### src/rtl/tape_ld_pkg.sv
package tape_ld_pkg;
  localparam int CHAR_W  = 8;
  localparam int FRAME_W = 6;
  localparam int WORD_W  = 2 * FRAME_W;
  localparam int FIELD_W = 3;
  localparam int ADDR_W  = FIELD_W + WORD_W;

  typedef enum logic [2:0] {
    ST_IDLE, ST_LEAD, ST_LOW, ST_HIGH, ST_WRITE, ST_DONE
  } ld_state_t;

  typedef enum logic [1:0] {
    LD_OK = 2'd0, LD_CSUM = 2'd1, LD_NXM = 2'd2, LD_FMT = 2'd3
  } ld_status_t;
endpackage

### src/rtl/tape_char_class.sv
module tape_char_class
  import tape_ld_pkg::*;
(
  input  logic [CHAR_W-1:0]  ch,
  output logic               is_null,
  output logic               is_mark,
  output logic               is_upper,
  output logic               is_rubout,
  output logic               is_field,
  output logic [FIELD_W-1:0] field_val
);
  localparam logic [CHAR_W-1:0] MARK = CHAR_W'(1) << (CHAR_W - 1);

  always_comb begin
    is_null   = (ch == '0);
    is_mark   = (ch == MARK);
    is_upper  = (ch >= MARK);
    is_rubout = (ch == '1);
    is_field  = (ch > MARK) && !is_rubout;
    field_val = ch[FRAME_W-1 -: FIELD_W];
  end
endmodule

### src/rtl/tape_cksum.sv
module tape_cksum
  import tape_ld_pkg::*;
(
  input  logic              clk,
  input  logic              rst_n,
  input  logic              clr,
  input  logic              add_en,
  input  logic [CHAR_W-1:0] hi,
  input  logic [CHAR_W-1:0] lo,
  output logic [WORD_W-1:0] sum
);
  always_ff @(posedge clk) begin
    if (!rst_n || clr) sum <= '0;
    else if (add_en)   sum <= sum + WORD_W'(hi) + WORD_W'(lo);
  end
endmodule

### src/rtl/tape_word_loader.sv
module tape_word_loader
  import tape_ld_pkg::*;
#(
  parameter int MEM_WORDS = 32768
) (
  input  logic              clk,
  input  logic              rst_n,
  input  logic              start,
  input  logic              mode_pair,
  input  logic              in_valid,
  output logic              in_ready,
  input  logic [7:0]        in_char,
  input  logic              in_eos,
  output logic              wr_req,
  output logic [14:0]       wr_addr,
  output logic [11:0]       wr_data,
  input  logic              wr_ack,
  output logic              done,
  output logic [1:0]        status
);
  localparam int           WIDE_W  = CHAR_W + FRAME_W;
  localparam logic [ADDR_W:0] MEM_LIM = (ADDR_W + 1)'(MEM_WORDS);

  ld_state_t            state_q;
  ld_status_t           status_q;
  logic                 pair_q, rub_q, done_q, wr_req_q;
  logic [CHAR_W-1:0]    high_q, low_q;
  logic [WORD_W-1:0]    origin_q, wr_data_q;
  logic [FIELD_W-1:0]   field_q, newf_q;
  logic [ADDR_W-1:0]    wr_addr_q;

  logic c_null, c_mark, c_upper, c_rub, c_fld;
  logic [FIELD_W-1:0]   c_fval;
  logic [WORD_W-1:0]    csum;
  logic                 take, csum_add;
  logic [WIDE_W-1:0]    bword, pword;
  logic [ADDR_W-1:0]    b_addr, p_addr;
  logic                 b_nxm, p_nxm;

  tape_char_class u_class (
    .ch(in_char), .is_null(c_null), .is_mark(c_mark), .is_upper(c_upper),
    .is_rubout(c_rub), .is_field(c_fld), .field_val(c_fval)
  );

  assign in_ready = (state_q == ST_LEAD) || (state_q == ST_LOW) || (state_q == ST_HIGH);
  assign take     = in_valid && in_ready;
  assign bword    = {high_q, FRAME_W'(0)} | WIDE_W'(low_q);
  assign pword    = {high_q, FRAME_W'(0)} | WIDE_W'(in_char);
  assign b_addr   = {field_q, origin_q};
  assign p_addr   = {FIELD_W'(0), origin_q};
  assign b_nxm    = {1'b0, b_addr} >= MEM_LIM;
  assign p_nxm    = {1'b0, p_addr} >= MEM_LIM;
  // a frame pair is summed when a non-trailer upper frame follows it
  assign csum_add = take && !pair_q && !rub_q && !c_rub && !c_fld &&
                    (state_q == ST_HIGH) && !c_mark;

  tape_cksum u_cksum (
    .clk(clk), .rst_n(rst_n), .clr(start), .add_en(csum_add),
    .hi(high_q), .lo(low_q), .sum(csum)
  );

  always_ff @(posedge clk) begin
    if (!rst_n) begin
      state_q <= ST_IDLE;  status_q <= LD_OK;  pair_q <= 1'b0;
      rub_q <= 1'b0;  done_q <= 1'b0;  wr_req_q <= 1'b0;
      high_q <= '0;  low_q <= '0;  origin_q <= '0;
      field_q <= '0;  newf_q <= '0;  wr_addr_q <= '0;  wr_data_q <= '0;
    end else if (start) begin
      state_q <= ST_LEAD;  status_q <= LD_OK;  pair_q <= mode_pair;
      rub_q <= 1'b0;  done_q <= 1'b0;  wr_req_q <= 1'b0;
      high_q <= '0;  low_q <= '0;  origin_q <= '0;
      field_q <= '0;  newf_q <= '0;
    end else if (state_q == ST_WRITE) begin
      if (wr_ack) begin
        wr_req_q <= 1'b0;
        state_q  <= pair_q ? ST_HIGH : ST_LOW;
      end
    end else if (take) begin
      if (!pair_q) begin
        if (rub_q)      rub_q  <= 1'b0;
        else if (c_rub) rub_q  <= 1'b1;
        else if (c_fld) newf_q <= c_fval;
        else begin
          unique case (state_q)
            ST_LEAD: begin
              high_q <= in_char;
              if (!c_null && !c_mark) state_q <= ST_LOW;
            end
            ST_LOW: begin
              low_q   <= in_char;
              state_q <= ST_HIGH;
            end
            default: begin
              if (c_mark) begin
                done_q   <= 1'b1;
                state_q  <= ST_DONE;
                status_q <= ((csum - bword[WORD_W-1:0]) == '0) ? LD_OK : LD_CSUM;
              end else begin
                field_q <= newf_q;
                high_q  <= in_char;
                state_q <= ST_LOW;
                if (|bword[WIDE_W-1:WORD_W]) origin_q <= bword[WORD_W-1:0];
                else if (b_nxm) begin
                  done_q <= 1'b1;  state_q <= ST_DONE;  status_q <= LD_NXM;
                end else begin
                  wr_req_q  <= 1'b1;
                  wr_addr_q <= b_addr;
                  wr_data_q <= bword[WORD_W-1:0];
                  origin_q  <= origin_q + 1'b1;
                  state_q   <= ST_WRITE;
                end
              end
            end
          endcase
        end
      end else begin
        unique case (state_q)
          ST_LEAD: begin
            high_q <= in_char;
            if (!c_null && !c_upper) state_q <= ST_LOW;
          end
          ST_LOW: begin
            state_q <= ST_HIGH;
            if (|pword[WIDE_W-1:WORD_W]) origin_q <= pword[WORD_W-1:0];
            else if (p_nxm) begin
              done_q <= 1'b1;  state_q <= ST_DONE;  status_q <= LD_NXM;
            end else begin
              wr_req_q  <= 1'b1;
              wr_addr_q <= p_addr;
              wr_data_q <= pword[WORD_W-1:0];
              state_q   <= ST_WRITE;
            end
          end
          default: begin
            if (c_upper) begin
              done_q <= 1'b1;  state_q <= ST_DONE;  status_q <= LD_OK;
            end else begin
              high_q  <= in_char;
              state_q <= ST_LOW;
            end
          end
        endcase
      end
    end else if (in_ready && in_eos) begin
      done_q   <= 1'b1;
      state_q  <= ST_DONE;
      status_q <= LD_FMT;
    end
  end

  assign wr_req  = wr_req_q;
  assign wr_addr = wr_addr_q;
  assign wr_data = wr_data_q;
  assign done    = done_q;
  assign status  = status_q;
endmodule

### config.mk
export PLATFORM = sky130hd
export DESIGN_NAME = tape_word_loader
export DESIGN_NICKNAME = d
export VERILOG_FILES = /design/src/rtl/tape_ld_pkg.sv /design/src/rtl/tape_char_class.sv /design/src/rtl/tape_cksum.sv /design/src/rtl/tape_word_loader.sv
export SDC_FILE = /design/constraint.sdc
export NUM_CORES = 1
export LEC_CHECK = 0
export BUFFER_PORTS_ARGS = -buffer_cell sky130_fd_sc_hd__buf_2
export CORE_MARGIN = 4
export CORE_UTILIZATION = 54
export CTS_CLUSTER_DIAMETER = 60
export DETAILED_ROUTE_END_ITERATION = 16
export PLACE_DENSITY = 0.77
export SYNTH_ARGS = -nofsm -noshare
export SYNTH_HDL_FRONTEND = slang
export SYNTH_SLANG_ARGS = --single-unit
### constraint.sdc
create_clock -name clk -period 2.26 [get_ports clk]
set_clock_uncertainty 0.15 [all_clocks]
set_input_delay 0.113 -clock clk [delete_from_list [all_inputs] [get_ports clk]]
set_output_delay 0.113 -clock clk [all_outputs]
set_load 0.05 [all_outputs]
# After elaboration in Yosys (flattened, before gate mapping)
# Cells that the tools add are included.
[word_totals] reg_bits=82 word_cells=208 mem_bits_ro=0 ram_bits=0 output_inout_bits=32 memories=0 latch_bits=0
[classes] n_mux=88 n_addsub=4 reduce_logical=43 div_mod_pow=0 n_bitwise=12 multipliers=0 shifts=0 n_lt_le_gt_ge=2 n_eq_ne=44
[op_table] operator="2-to-1 mux 12 bit" n=18
[op_table] operator="2-to-1 mux 15 bit" n=9
[op_table] operator="2-to-1 mux 8 bit" n=6
[op_table] operator="2-to-1 mux 3 bit" n=14
[op_table] operator="case mux 8 bit (2 select lines)" n=2
[op_table] operator="OR 14 x 8 -> 14 bit" n=2
[op_table] operator="2-to-1 mux 1 bit" n=27
[op_table] operator="!= test 3 bit (second input constant)" n=9
[op_table] operator="adder 12 x 8 -> 12 bit" n=2
[op_table] operator="AND reduction 7 bit" n=3
[op_table] operator="2-to-1 mux 2 bit" n=10
[op_table] operator="!= test 3 x 2 -> 1 bit (second input constant)" n=6
[op_table] operator="AND reduction 9 bit" n=2
[op_table] operator="== test 8 bit (second input constant)" n=2
[op_table] operator="AND reduction 8 bit" n=2
[op_table] operator="!= test 5 x 4 -> 1 bit (second input constant)" n=3
[op_table] operator="!= test 2 bit (second input constant)" n=7
[op_table] operator="adder 12 x 1 -> 12 bit (second input constant)" n=1
[op_table] operator="logical NOT 12 bit" n=1
[op_table] operator="!= test 4 x 3 -> 1 bit (second input constant)" n=3
[op_table] operator="!= test 6 x 4 -> 1 bit (second input constant)" n=2
[op_table] operator="case mux 3 bit (2 select lines)" n=2
[op_table] operator="subtractor 12 bit" n=1
[op_table] operator="logical AND 1 bit" n=11
[op_table] operator="other kinds (21)" n=48

# Logic depth before layout (Yosys ltp)
[logic_depth] ltp_word=12 ltp_mapped=11 mapped_depth_nobuf=11

# Modules after synthesis
# Synthesis repeated with hierarchy kept, for this count alone.
[unflattened] cells_unflattened=579 area_unflattened_um2=5071.1
[by_module_without_submodules] mod="tape_word_loader" area_each_um2=3988.8 cells_per_inst=465 instances=1
[by_module_without_submodules] mod="tape_cksum" area_each_um2=1003.5 cells_per_inst=100 instances=1
[by_module_without_submodules] mod="tape_char_class" area_each_um2=78.8 cells_per_inst=14 instances=1

# Worst setup path before layout
# Ideal clock, no wire load.
[synth_timing] path_kind="register to register" startpoint="reg high_q[1]" endpoint="reg u_cksum.sum[7]" setup_time_ns=0.128 stages_incl_launch_ff=10 synth_period_minus_slack_ns=2.364 t_arrival_ns=2.086 path_slack_ns=-0.104 path_cell_list="dfxtp_1 fa_1 ha_1 fa_1 a21o_1 nand4_1 and3b_1 xnor2_1 mux2i_1 nor2_1"
[synth_between] elab_chain_cells=2
[synth_lines] item="start: declaration" line_no="tape_word_loader.sv:27" text="logic [CHAR_W-1:0] high_q, low_q;"
[synth_lines] item="start signal: assignment" line_no="tape_word_loader.sv:86" text="high_q <= in_char;"
[synth_lines] item="start signal: assignment" line_no="tape_word_loader.sv:100" text="high_q <= in_char;"
[synth_lines] item="start signal: assignment" line_no="tape_word_loader.sv:119" text="high_q <= in_char;"
[synth_lines] item="adder 12 x 8 -> 12 bit (2 in a row)" line_no="tape_cksum.sv:14" text="else if (add_en) sum <= sum + WORD_W'(hi) + WORD_W'(lo);"
[synth_lines] item="end signal: assignment" line_no="tape_cksum.sv:14"
[synth_lines] item="end: declaration" line_no="tape_cksum.sv:10" text="output logic [WORD_W-1:0] sum"
# No other way between the ends.
# A chain may end at the register's enable or synchronous reset.

# Worst setup path after layout
[layout_timing] startpoint="reg low_q[1]" endpoint="reg u_cksum.sum[9]"
[layout_between] elab_chain_cells=1
[layout_lines] item="start: declaration" line_no="tape_word_loader.sv:27"
[layout_lines] item="start signal: assignment" line_no="tape_word_loader.sv:90" text="low_q <= in_char;"
[layout_lines] item="adder 12 x 8 -> 12 bit" line_no="tape_cksum.sv:14"
# No other way between the ends.

==> flow_summary_export.csv <==
group,metric,value,unit
status,outcome,"complete, but fails checks",
status,violations,"setup timing",
cells_and_area,area_growth,25.3,%
yosys,synthesis.area,4790,sq um
setup_path,worstSetupPathType,"flop to flop",
clock_tree,clkTransAtPathRegs,0.10,ns
pwr,internal-power,2.07,mW
yosys,syn_avg_cell_area,8.37,sq um
routing,drtIter0Drc,378,
cells_and_area,num-nets-final,724,
pwr,p_sw,0.945,mW
cells_and_area,layout_commonest_cell,"nand2_1",
clock_tree,clock_latency,0.37,ns
yosys,synth_edf_count,0,
pwr,seqPwrFrac,0.492,
pwr,combPwrFrac,0.148,
global_routing,grt_pass1_vias,4709,
routing,via_per_inst,6.11,
yosys,synth_cell_types,65,
clock_tree,cts_buffers,9,
pwr,leakagePower,2.59,nW
pwr,powerDensity,502,nW/um^2
yosys,ys_ff_latch,82,
timing,worstMarginPinSlew,0.502,ns
timing,maxSlewHeadroom,0.657,
timing,period_share,1.11,
job,drv_cap,0,
global_routing,grt_pass1_wl,23.1,mm
pwr,finalPower,3.01,mW
setup_path,critPathRequiredTime,2.35,ns
floorplan,initial_core_util,0.552,
clock_tree,cts.sinks,82,
routing,num_vias,4845,
setup_path,start_kind,"flop",
floorplan,coreArea,8680,sq um
clock_tree,cts_tree,"done",
min_path,hp-class,"input port to flop",
placed_design,dpl.hpwl,10.5,mm
pwr,switching_share,0.314,
setup_path,crit_arrival,2.59,ns
timing,clock.fmax,0.399,GHz
clock_tree,clk_path_buf_depth,2,
pwr,clock_power_share,0.361,
yosys,yosys_warnings,0,
global_routing,overflow,0,
cells_and_area,drive_gt1_frac,0.269,
setup_path,endpoint_kind,"flop",
floorplan,fp-row-count,34,
clock_tree,htree_levels,3,
floorplan,fp.dieW,102,microns
global_routing,grt_start_max_net_pins,35,
timing,rsz0062_at_grt,"yes",
timing,min_period,2.51,ns
timing,setup_viol,9,
placed_design,place_area,5550,sq um
placed_design,io_buffer_count,46,
cells_and_area,antenna_cells,0,
cells_and_area,layout_common_cells,"74 x nand2_1, 72 x dfxtp_1, 69 x buf_4",
yosys,ys_seq_area_frac,0.342,
routing,drc,0,
routing,first_pass_iters,5,
cells_and_area,final_area,6010,sq um
yosys,synthFlopType,"dfxtp_1",
routing,postRouteAntennaNets,0,
cells_and_area,final_cells,793,
placed_design,gp_congestion,0.909,
routing,drt_wl_total,15.0,mm
pwr,peakVddDrop,0.000428,V
floorplan,num_io_pins,47,
timing,fin_ws,-0.245,ns
global_routing,grt_usage,0.283,
timing,drv_slew,0,
setup_path,crit_fanout,2,
routing,wl_per_cell,18.9,microns
yosys,netlist_instances,573,
yosys,ys_async_sr_fraction,0,
floorplan,die_y,102,microns
clock_tree,clock-root-buffer,"clkbuf_8",
placed_design,dp.cells,763,
timing,hold_ws,0.00880,ns
placed_design,dp_slack,-0.140,ns
yosys,syn_nets,617,
timing,finalHoldViolations,0,
floorplan,die-area,10400,sq um
global_routing,grt_antenna_before_repair,0,
cell families (layout without fill, tap and decap cells):
group                    Yosys count  count (layout)  synth area share
AO/OA/AOI/OAI                    144             144             0.207
XOR/XNOR                          14              14            0.0256
adder cells (fa/ha/maj)           29              29            0.0898
buffers and inverters             55             167            0.0535
flip-flops                        82              82             0.342
multiplexers                      31              31            0.0647
AND/OR/NAND/NOR                  218             218             0.217
worst max-delay path, cell delays in order (launching register included):
cell and delay (ns):
dfxtp_2 0.34, fa_1 0.53, ha_4 0.20, fa_2 0.34
a21o_1 0.22, nand4_1 0.14, a31oi_2 0.13, nand2_1 0.11
xor2_1 0.17, nor2_1 0.06
cells in the mapped netlist, drive strengths merged (7+ instances only):
library cell | n | share of area
nand4 | 9 | 0.012
nor2 | 61 | 0.049
o21ai | 23 | 0.025
nor3 | 12 | 0.013
fa | 9 | 0.038
dfxtp | 82 | 0.34
mux2i | 31 | 0.065
ha | 20 | 0.052
nand3 | 15 | 0.016
a211oi | 7 | 0.011
nor4 | 7 | 0.0091
inv | 22 | 0.017
o211ai | 12 | 0.019
xor2 | 8 | 0.015
nand2 | 75 | 0.059
buf | 11 | 0.019
o211a | 7 | 0.015
clkbuf | 22 | 0.017
a21oi | 43 | 0.045
path summary, 6_finish.rpt:
check | startpoint | end | slack [ns] | cells after the start
worst min register to register | wr_addr[11]$_SDFFE_PN0P_ | wr_addr[11]$_SDFFE_PN0P_ | 0.30 | 2
worst max register to register | low_q[1]$_SDFFE_PP0P_ | u_cksum.sum[9]$_SDFFE_PP0P_ | -0.25 | 9
worst min-delay path | in_eos | done$_SDFFE_PP0P_ | 0.009 | 5
worst max-delay path | low_q[1]$_SDFFE_PP0P_ | u_cksum.sum[9]$_SDFFE_PP0P_ | -0.25 | 9
routing by layer:
| layer | up-vias | part of all wire | track usage |
|---|---|---|---|
| met1 | 2276 | 0.42 | 0.379 |
| met4 | 0 | 0.051 | 0.144 |
| li1 | 2267 | - | - |
| met2 | 239 | 0.46 | 0.431 |
| met5 | - | 0 | 0 |
| met3 | 63 | 0.071 | 0.0621 |
cell type report:
cell class                      instances  area (sq um)
Tap cell                              108           135
Clock buffer                            9           124
Multi-Input combinational cell        436          3020
Clock inverter                          7          68.8
Timing Repair Buffer                  129           920
Sequential cell                        82          1660
Fill cell                             707          2670
Inverter                               22          82.6
what timing repair did:
item                                    CTS  global route
hold endpoints to repair                 19             0
buffers inserted                          2             2
pin swaps                                 8            10
endpoints found under the setup margin    8            46
hold buffers                             10             0
resized for setup                         9            26
registers in the layout (all words and copies together), names as in the netlist, 2 cells and up:
register and flops:
u_cksum.sum 12, newf_q 3, status 2, low_q 8, wr_data 12, field_q 3
state_q 3, high_q 8, origin_q 12, wr_addr 15
through the flow:
| stage | TNS, ns | utilization |
|---|---|---|
| 2_1_floorplan | -0.000887 | - |
| 3_3_place_gp | -0.195 | 0.639 |
| 3_5_place_dp | -0.658 | 0.639 |
| 4_1_cts | -0.646 | 0.678 |
| 5_1_grt | -1.95 | 0.692 |
| 6_report | -1.17 | 0.692 |
power by group through the flow:
| stage | combinational, mW | sequential [mW] | clock [mW] |
|---|---|---|---|
| after floorplan | 0.253 | 1.53 | 0 |
| after global placement | 0.400 | 1.51 | 0 |
| after detailed placement | 0.407 | 1.51 | 0 |
| after CTS | 0.427 | 1.48 | 1.08 |
| after global routing | 0.479 | 1.48 | 1.16 |
| final | 0.446 | 1.48 | 1.09 |
No activity file was read; power rests on OpenSTA's default activity.
